### config.mk
export PLATFORM = sky130hd
export DESIGN_NAME = flash_sclk_cs_gen
export DESIGN_NICKNAME = d
export VERILOG_FILES = /design/src/rtl/fscg_pkg.sv /design/src/rtl/fscg_divider.sv /design/src/rtl/fscg_desel_timer.sv /design/src/rtl/fscg_select.sv /design/src/rtl/flash_sclk_cs_gen.sv
export SDC_FILE = /design/constraint.sdc
export NUM_CORES = 1
export LEC_CHECK = 0
export BUFFER_PORTS_ARGS = -buffer_cell sky130_fd_sc_hd__clkbuf_2
export CAP_MARGIN = 5
export CORE_MARGIN = 5
export CORE_UTILIZATION = 60
export CTS_BUF_LIST = sky130_fd_sc_hd__clkbuf_4
export CTS_CLUSTER_SIZE = 20
export DETAILED_ROUTE_END_ITERATION = 10
export PLACE_DENSITY = 0.79
export SYNTH_ARGS = -nofsm -noshare
export SYNTH_HDL_FRONTEND = slang
export SYNTH_SLANG_ARGS = --single-unit
### constraint.sdc
create_clock -name clk_i -period 10.8 [get_ports clk_i]
set_input_delay 2.16 -clock clk_i [delete_from_list [all_inputs] [get_ports clk_i]]
set_output_delay 2.16 -clock clk_i [all_outputs]
set_load 0.03 [all_outputs]
### src/rtl/fscg_pkg.sv
package fscg_pkg;

   // Interface phase of the timing generator
   typedef enum logic [1:0] {
      ST_IDLE   = 2'd0,
      ST_ACTIVE = 2'd1,
      ST_HOLD   = 2'd2
   } fscg_state_e;

endpackage

### src/rtl/fscg_divider.sv
// Serial clock divider: phase counter, level register and edge enables.
module fscg_divider #(
   parameter int PRESC_W = 8
) (
   input  logic               clk_i,
   input  logic               rst_ni,
   input  logic [PRESC_W-1:0] presc_i,
   input  logic               idle_lvl_i,
   input  logic               count_en_i,
   input  logic               toggle_en_i,
   output logic               sclk_o,
   output logic               lead_o,
   output logic               trail_o,
   output logic               wrap_o
);
   localparam int CW = PRESC_W + 1;

   if (PRESC_W < 1) begin : g_bad_width
      $error("fscg_divider: PRESC_W must be at least 1");
   end

   logic [PRESC_W-1:0] cnt_q;
   logic [PRESC_W-1:0] last_idx;
   logic [CW-1:0]      hi_len;
   logic [CW-1:0]      lo_len;
   logic [CW-1:0]      idle_len;
   logic               at_mid;
   logic               at_last;

   // period - 1; a zero prescale is stretched to a two-cycle period
   assign last_idx = (presc_i == '0) ? PRESC_W'(1) : presc_i;
   assign hi_len   = CW'(({1'b0, last_idx} + CW'(2)) >> 1);
   assign lo_len   = CW'(({1'b0, last_idx} + CW'(1)) >> 1);
   assign idle_len = idle_lvl_i ? hi_len : lo_len;
   assign at_mid   = ({1'b0, cnt_q} == (idle_len - CW'(1)));
   assign at_last  = (cnt_q == last_idx);
   assign wrap_o   = count_en_i && at_last;

   always_ff @(posedge clk_i or negedge rst_ni) begin
      if (!rst_ni) begin
         cnt_q <= '0;
      end else if (!count_en_i) begin
         cnt_q <= '0;
      end else if (at_last) begin
         cnt_q <= '0;
      end else begin
         cnt_q <= cnt_q + PRESC_W'(1);
      end
   end

   always_ff @(posedge clk_i or negedge rst_ni) begin
      if (!rst_ni) begin
         sclk_o  <= 1'b0;
         lead_o  <= 1'b0;
         trail_o <= 1'b0;
      end else begin
         lead_o  <= toggle_en_i && at_mid;
         trail_o <= toggle_en_i && at_last;
         if (!toggle_en_i) begin
            sclk_o <= idle_lvl_i;
         end else if (at_mid) begin
            sclk_o <= ~idle_lvl_i;
         end else if (at_last) begin
            sclk_o <= idle_lvl_i;
         end
      end
   end

   AST_EDGE_MOVES_CLK: assert property (@(posedge clk_i) disable iff (!rst_ni)
      (lead_o || trail_o) |-> (sclk_o != $past(sclk_o)));
   AST_ONE_EDGE_KIND: assert property (@(posedge clk_i) disable iff (!rst_ni)
      !(lead_o && trail_o));
   AST_CNT_IN_PERIOD: assert property (@(posedge clk_i) disable iff (!rst_ni)
      count_en_i |-> (cnt_q <= last_idx));

endmodule

### src/rtl/fscg_desel_timer.sv
// Counts whole serial-clock periods of the deselect interval.
module fscg_desel_timer #(
   parameter int DESEL_W = 3
) (
   input  logic               clk_i,
   input  logic               rst_ni,
   input  logic               run_i,
   input  logic               wrap_i,
   input  logic [DESEL_W-1:0] limit_i,
   output logic               done_o
);
   if (DESEL_W < 1) begin : g_bad_width
      $error("fscg_desel_timer: DESEL_W must be at least 1");
   end

   logic [DESEL_W-1:0] per_q;

   assign done_o = run_i && wrap_i && (per_q == limit_i);

   always_ff @(posedge clk_i or negedge rst_ni) begin
      if (!rst_ni) begin
         per_q <= '0;
      end else if (!run_i) begin
         per_q <= '0;
      end else if (wrap_i) begin
         per_q <= per_q + DESEL_W'(1);
      end
   end

   AST_HOLD_WITHIN_LIMIT: assert property (@(posedge clk_i) disable iff (!rst_ni)
      run_i |-> (per_q <= limit_i));

endmodule

### src/rtl/fscg_select.sv
// Registered one-of-N active-low chip-select decode.
module fscg_select #(
   parameter int NUM_CS = 2,
   parameter int SEL_W  = 1
) (
   input  logic              clk_i,
   input  logic              rst_ni,
   input  logic              drive_i,
   input  logic [SEL_W-1:0]  dev_i,
   output logic [NUM_CS-1:0] cs_n_o
);
   for (genvar i = 0; i < NUM_CS; i++) begin : g_cs
      always_ff @(posedge clk_i or negedge rst_ni) begin
         if (!rst_ni) begin
            cs_n_o[i] <= 1'b1;
         end else begin
            cs_n_o[i] <= !(drive_i && (dev_i == SEL_W'(i)));
         end
      end
   end

   AST_CS_ONE_LOW: assert property (@(posedge clk_i) disable iff (!rst_ni)
      $onehot0(~cs_n_o));

endmodule

### src/rtl/flash_sclk_cs_gen.sv
// Serial flash clock and chip-select timing generator (top).
module flash_sclk_cs_gen
   import fscg_pkg::*;
#(
   parameter int PRESC_W = 8,
   parameter int DESEL_W = 3,
   parameter int NUM_CS  = 2,
   parameter int SEL_W   = (NUM_CS > 1) ? $clog2(NUM_CS) : 1
) (
   input  logic               clk_i,
   input  logic               rst_ni,
   input  logic [PRESC_W-1:0] cfg_presc_i,
   input  logic               cfg_idle_high_i,
   input  logic [SEL_W-1:0]   cfg_dev_i,
   input  logic [DESEL_W-1:0] cfg_desel_i,
   input  logic               frame_start_i,
   input  logic               frame_end_i,
   output logic               busy_o,
   output logic               sclk_o,
   output logic [NUM_CS-1:0]  cs_n_o,
   output logic               lead_en_o,
   output logic               trail_en_o
);
   if (NUM_CS < 2) begin : g_bad_cs
      $error("flash_sclk_cs_gen: NUM_CS must be at least 2");
   end
   if (SEL_W < $clog2(NUM_CS)) begin : g_bad_sel
      $error("flash_sclk_cs_gen: SEL_W too narrow for NUM_CS");
   end

   fscg_state_e        state_q, state_d;
   logic [PRESC_W-1:0] presc_q, presc_eff;
   logic               mode_q, mode_eff;
   logic [SEL_W-1:0]   dev_q, dev_eff;
   logic [DESEL_W-1:0] desel_q, desel_eff;
   logic               is_idle, is_active, is_hold;
   logic               count_en, toggle_en, wrap, hold_done;

   assign is_idle   = (state_q == ST_IDLE);
   assign is_active = (state_q == ST_ACTIVE);
   assign is_hold   = (state_q == ST_HOLD);
   assign busy_o    = !is_idle;

   // Settings follow the inputs while idle and are frozen otherwise
   assign presc_eff = is_idle ? cfg_presc_i     : presc_q;
   assign mode_eff  = is_idle ? cfg_idle_high_i : mode_q;
   assign dev_eff   = is_idle ? cfg_dev_i       : dev_q;
   assign desel_eff = is_idle ? cfg_desel_i     : desel_q;

   always_ff @(posedge clk_i or negedge rst_ni) begin
      if (!rst_ni) begin
         presc_q <= '0;
         mode_q  <= 1'b0;
         dev_q   <= '0;
         desel_q <= '0;
      end else if (is_idle) begin
         presc_q <= cfg_presc_i;
         mode_q  <= cfg_idle_high_i;
         dev_q   <= cfg_dev_i;
         desel_q <= cfg_desel_i;
      end
   end

   always_comb begin
      state_d = state_q;
      unique case (state_q)
         ST_IDLE:   if (frame_start_i) state_d = ST_ACTIVE;
         ST_ACTIVE: if (frame_end_i)   state_d = ST_HOLD;
         ST_HOLD:   if (hold_done)     state_d = ST_IDLE;
         default:                      state_d = ST_IDLE;
      endcase
   end

   always_ff @(posedge clk_i or negedge rst_ni) begin
      if (!rst_ni) begin
         state_q <= ST_IDLE;
      end else begin
         state_q <= state_d;
      end
   end

   // The phase counter restarts when a frame ends so the deselect
   // interval is measured in whole periods from the select rising.
   assign count_en  = busy_o && !(is_active && frame_end_i);
   assign toggle_en = is_active && !frame_end_i;

   fscg_divider #(
      .PRESC_W (PRESC_W)
   ) i_divider (
      .clk_i       (clk_i),
      .rst_ni      (rst_ni),
      .presc_i     (presc_eff),
      .idle_lvl_i  (mode_eff),
      .count_en_i  (count_en),
      .toggle_en_i (toggle_en),
      .sclk_o      (sclk_o),
      .lead_o      (lead_en_o),
      .trail_o     (trail_en_o),
      .wrap_o      (wrap)
   );

   fscg_desel_timer #(
      .DESEL_W (DESEL_W)
   ) i_desel (
      .clk_i   (clk_i),
      .rst_ni  (rst_ni),
      .run_i   (is_hold),
      .wrap_i  (wrap),
      .limit_i (desel_eff),
      .done_o  (hold_done)
   );

   fscg_select #(
      .NUM_CS (NUM_CS),
      .SEL_W  (SEL_W)
   ) i_select (
      .clk_i   (clk_i),
      .rst_ni  (rst_ni),
      .drive_i (state_d == ST_ACTIVE),
      .dev_i   (dev_eff),
      .cs_n_o  (cs_n_o)
   );

   AST_CS_NEEDS_BUSY: assert property (@(posedge clk_i) disable iff (!rst_ni)
      (|(~cs_n_o)) |-> busy_o);
   AST_HOLD_CLK_IDLE: assert property (@(posedge clk_i) disable iff (!rst_ni)
      is_hold |-> (sclk_o == mode_q));
   AST_HOLD_CS_HIGH: assert property (@(posedge clk_i) disable iff (!rst_ni)
      is_hold |-> (&cs_n_o));
   AST_CFG_FROZEN: assert property (@(posedge clk_i) disable iff (!rst_ni)
      (busy_o && $past(busy_o)) |-> ($stable(presc_q) && $stable(mode_q) && $stable(desel_q)));
   AST_NO_EDGE_IDLE: assert property (@(posedge clk_i) disable iff (!rst_ni)
      !busy_o |-> !(lead_en_o || trail_en_o));

endmodule

==> metrics.md <==
| Metric | Value |
|---|---|
| Worst setup EP type | flop |
| Final setup fails | 0 |
| H-tree depth | 2 |
| Vias per cell | 5.96 |
| Post-synth EDFFs | 0 |
| Worst Tran Pin Value | just under 0.8 ns |
| R2R Path End | i_divider.sclk_o |
| Clock Skews | about 0.0073 ns |
| Startpoint Class | primary input |
| Post-Synthesis Cells | around 240 |
| Post-Syn Nets | 261 |
| Critical path's slowest cell | or4_1 |
| Total wire length | about 5.0 mm |
| CTS Hold Bufs | 0 |
| CTS tree | yes |
| Clock Latency Late Sink | about 0.34 ns |
| Period Utilization, post-route | 0.511 |
| Worst IR Drop VDD | between 0.06 and 0.07 mV |
| Initial drt markers | 110 |
| Total gr overflow | 0 |
| Endpoint, Worst Hold | desel_q[0] |
| Top area cells in the synthesized netlist | dfrtp_1 32%, xnor2_1 6.6%, xor2_1 5.5%, nand2_1 5.0%, nor2_1 2.8% |
| WHS Path Cells | 2 |
| Worst endpoint required time | between 10 and 15 ns |
| Setup TNS | 0 ns |
| CTS buffer count | 5 |
| Core Rows | 22 |
| Synth top area share | 0.324 |
| CP Launch Point | cfg_presc_i[2] |
| Avg Inst Size Synth | 9.38 sq um |
| Leak Pwr | between 0.001 and 0.0015 uW |
| Starting Density | 0.617 |
| Yosys top cell by area | dfrtp_1 |
| Final hold violations | 0 |
| Worst Setup Slack, final | 5.28 ns |
| Worst R2R Start | state_q[1] |
| Critical path peak fanout | 7 |
| Post-detail-place hpwl | 3.80 mm |
| CTS resizes | 0 |
| Residual DRC | 0 |
| Layout Nets | 281 |
| Reg2reg path depth | 17 |
| Die area | between 0.005 and 0.006 sq mm |
| Buf+Inv Stages, Crit Path | 1 |
| Final Max Tran Viols | 0 |
| Most numerous cell in the Yosys netlist | nand2_1 |
| Crit path DAT | between 5 and 6 ns |
| Synth Flop Type | dfrtp_1 |
| Port Buffer Count | 22 |
| Core area | between 0.003 and 0.004 sq mm |
| Max Cap Violations | 0 |
| Yosys cell types | just over 60 |
| Worst path max stage delay | 0.50 ns |
| Synth top cells by count | 30 x nand2_1, 29 x dfrtp_1, 17 x nor2_1, 17 x xnor2_1, 14 x xor2_1 |
| Layout cells sized above 1 | 0.208 |
| Initial antenna violation count | 0 |
| Vias in the first global route | between 1500 and 2000 |
| Clock Sinks | 31 |
| Fill cells | between 300 and 400 |
| Tot GR Track Use | 0.210 |
| Synth warn | 0 |
| Gpl congestion | around 0.88 |
| Synth-to-layout area growth | 7.87% |
| Drt pass-1 iters | 4 |
| RSZ-0062 raised after global routing | no |
| Post-synth design cell area | ~0.0022 sq mm |
| Setup bufs post-CTS | 0 |
| Worst hold start | desel_q[0] |
| CP top delay family | compound AO/OA/AOI/OAI gates |
| I/O Pins | 23 |
| Worst Setup Slack post-DPL | between 4 and 5 ns |
| FMAX | between 150 and 200 MHz |
| CP Cell Sequence | clkbuf_2, or4_1, nor3_1, o21ai_0, nand2_1, ha_1, nor2b_1, o21ai_0, a21o_1, a21boi_0, ha_1, a21boi_1, a32o_1, nand3_1, and4_1, a221oi_1, nor3_2 |
| Seq. cell area | about 800 sq um |
| Seq/Total Area, Yosys | 0.347 |
| Routed WL per cell | around 16 um |
| Yosys reg bits | 31 |
| Clk pin slew, worst setup/hold paths | roughly 0.1 ns |
| Via Count | between 1500 and 2000 |
| Post-layout minimum cycle time | about 5.5 ns |
| Largest net degree at the start of global routing | 32 |
| Worst Hold Class | flop to flop |
| Relative slew slack | 0.486 |
| Power per standard cell area | about 79 mW/mm^2 |
| ANT cells | 0 |
| Reg2reg setup slack | about 6.2 ns |
| Die width | between 70 and 80 um |
| First-pass GRT wire length | 8.42 mm |
| WS Path Type | primary input to flop |
| CTS root buffer | clkbuf_4 |
| Antenna-violating nets left | 0 |
| Multi-input logic area | 0.00139 sq mm |
| Clock Tree Buf Depth | 2 |
| FFs w/ async S/R, synth | 1.00 |
| Status | finished clean |
| Die Ht | 71.1 um |
-- per-stage QoR --
stage | util | power (uW) | cells | area [sq um] | hold slack (ns)
finish | 0.666 | 190 | 308 | 2420 | 0.503
global route | 0.666 | 199 | 308 | 2420 | 0.550
CTS | 0.666 | 192 | 308 | 2420 | 0.507
detailed placement | 0.651 | 125 | 300 | 2360 | 0.482
global placement | 0.651 | 125 | 300 | 2360 | 0.472
floorplan | - | 119 | 239 | 2240 | 0.453
-- state kept, by name (all words and copies together), names as in the netlist, 2 cells and up --
name / count
presc_q: 8
desel_q: 3
state_q: 2
i_select.cs_n_o: 2
i_desel.per_q: 3
i_divider.cnt_q: 8
-- worst max-delay path by stage --
stage / end / slack [ns] / depth (start not counted)
2_1_floorplan: i_divider.sclk_o / 5.48 / 16
3_3_place_gp: i_divider.sclk_o / 5.14 / 17
3_5_place_dp: i_divider.sclk_o / 4.96 / 17
4_1_cts: i_divider.sclk_o / 5.32 / 17
5_1_grt: i_divider.sclk_o / 4.95 / 17
6_report: i_divider.sclk_o / 5.28 / 17
-- routing by layer --
| layer | global-route usage | part of all wire |
|---|---|---|
| met5 | 0 | 0 |
| met2 | 0.327 | 0.46 |
| met4 | 0.0647 | 0.016 |
| met1 | 0.290 | 0.47 |
| met3 | 0.0469 | 0.055 |
-- layout by cell type, fill, tap and decap left out, drive strengths merged, types with 2 or more instances in the layout --
| cell type | Yosys | layout |
|---|---|---|
| a211oi | 2 | 2 |
| a21boi | 3 | 3 |
| a21o | 5 | 5 |
| a21oi | 3 | 3 |
| a221oi | 2 | 2 |
| a31o | 2 | 2 |
| and3 | 3 | 3 |
| and4 | 2 | 2 |
| clkbuf | 3 | 28 |
| clkinv | 0 | 2 |
| dfrtp | 29 | 29 |
| dfstp | 2 | 2 |
| ha | 5 | 5 |
| inv | 8 | 8 |
| mux2 | 3 | 3 |
| mux2i | 4 | 4 |
| nand2 | 32 | 32 |
| nand2b | 3 | 3 |
| nand3 | 13 | 13 |
| nand4 | 6 | 6 |
| nand4b | 2 | 2 |
| nor2 | 19 | 19 |
| nor2b | 7 | 7 |
| nor3 | 5 | 5 |
| nor4 | 3 | 3 |
| o211ai | 8 | 8 |
| o21a | 2 | 2 |
| o21ai | 8 | 8 |
| or4 | 4 | 4 |
| xnor2 | 17 | 17 |
| xor2 | 14 | 14 |
-- power by group --
| part | internal (uW) | switching (uW) | total [uW] |
|---|---|---|---|
| sequential | 116 | 0 | 116 |
| combinational | 2.47 | 4.31 | 6.78 |
| clock | 26.9 | 40.1 | 67.1 |
-- cells by family (layout without fill, tap and decap cells) --
group | after synthesis | in the layout | synth area share
fa+ha+maj | 5 | 5 | 0.0279
flops | 31 | 31 | 0.347
compound gates | 43 | 43 | 0.166
mux | 7 | 7 | 0.0329
xor+xnor | 32 | 32 | 0.131
simple gates | 104 | 104 | 0.260
buf+inv | 17 | 38 | 0.0346
-- cell type report --
class	count	share of cell area
well taps	48	0.0248
multi-input cells	191	0.573
repair buffers	22	0.0455
flip-flops and latches	31	0.322
clock buffers	6	0.0186
clock inverters	2	0.00362
inverters	8	0.0124
-- worst min-delay path: stages, from the launching register on --
cell and delay (ns):
dfrtp_1 0.33, nand2_1 0.04, nand2_1 0.09
(Power assumes the default switching activity.)
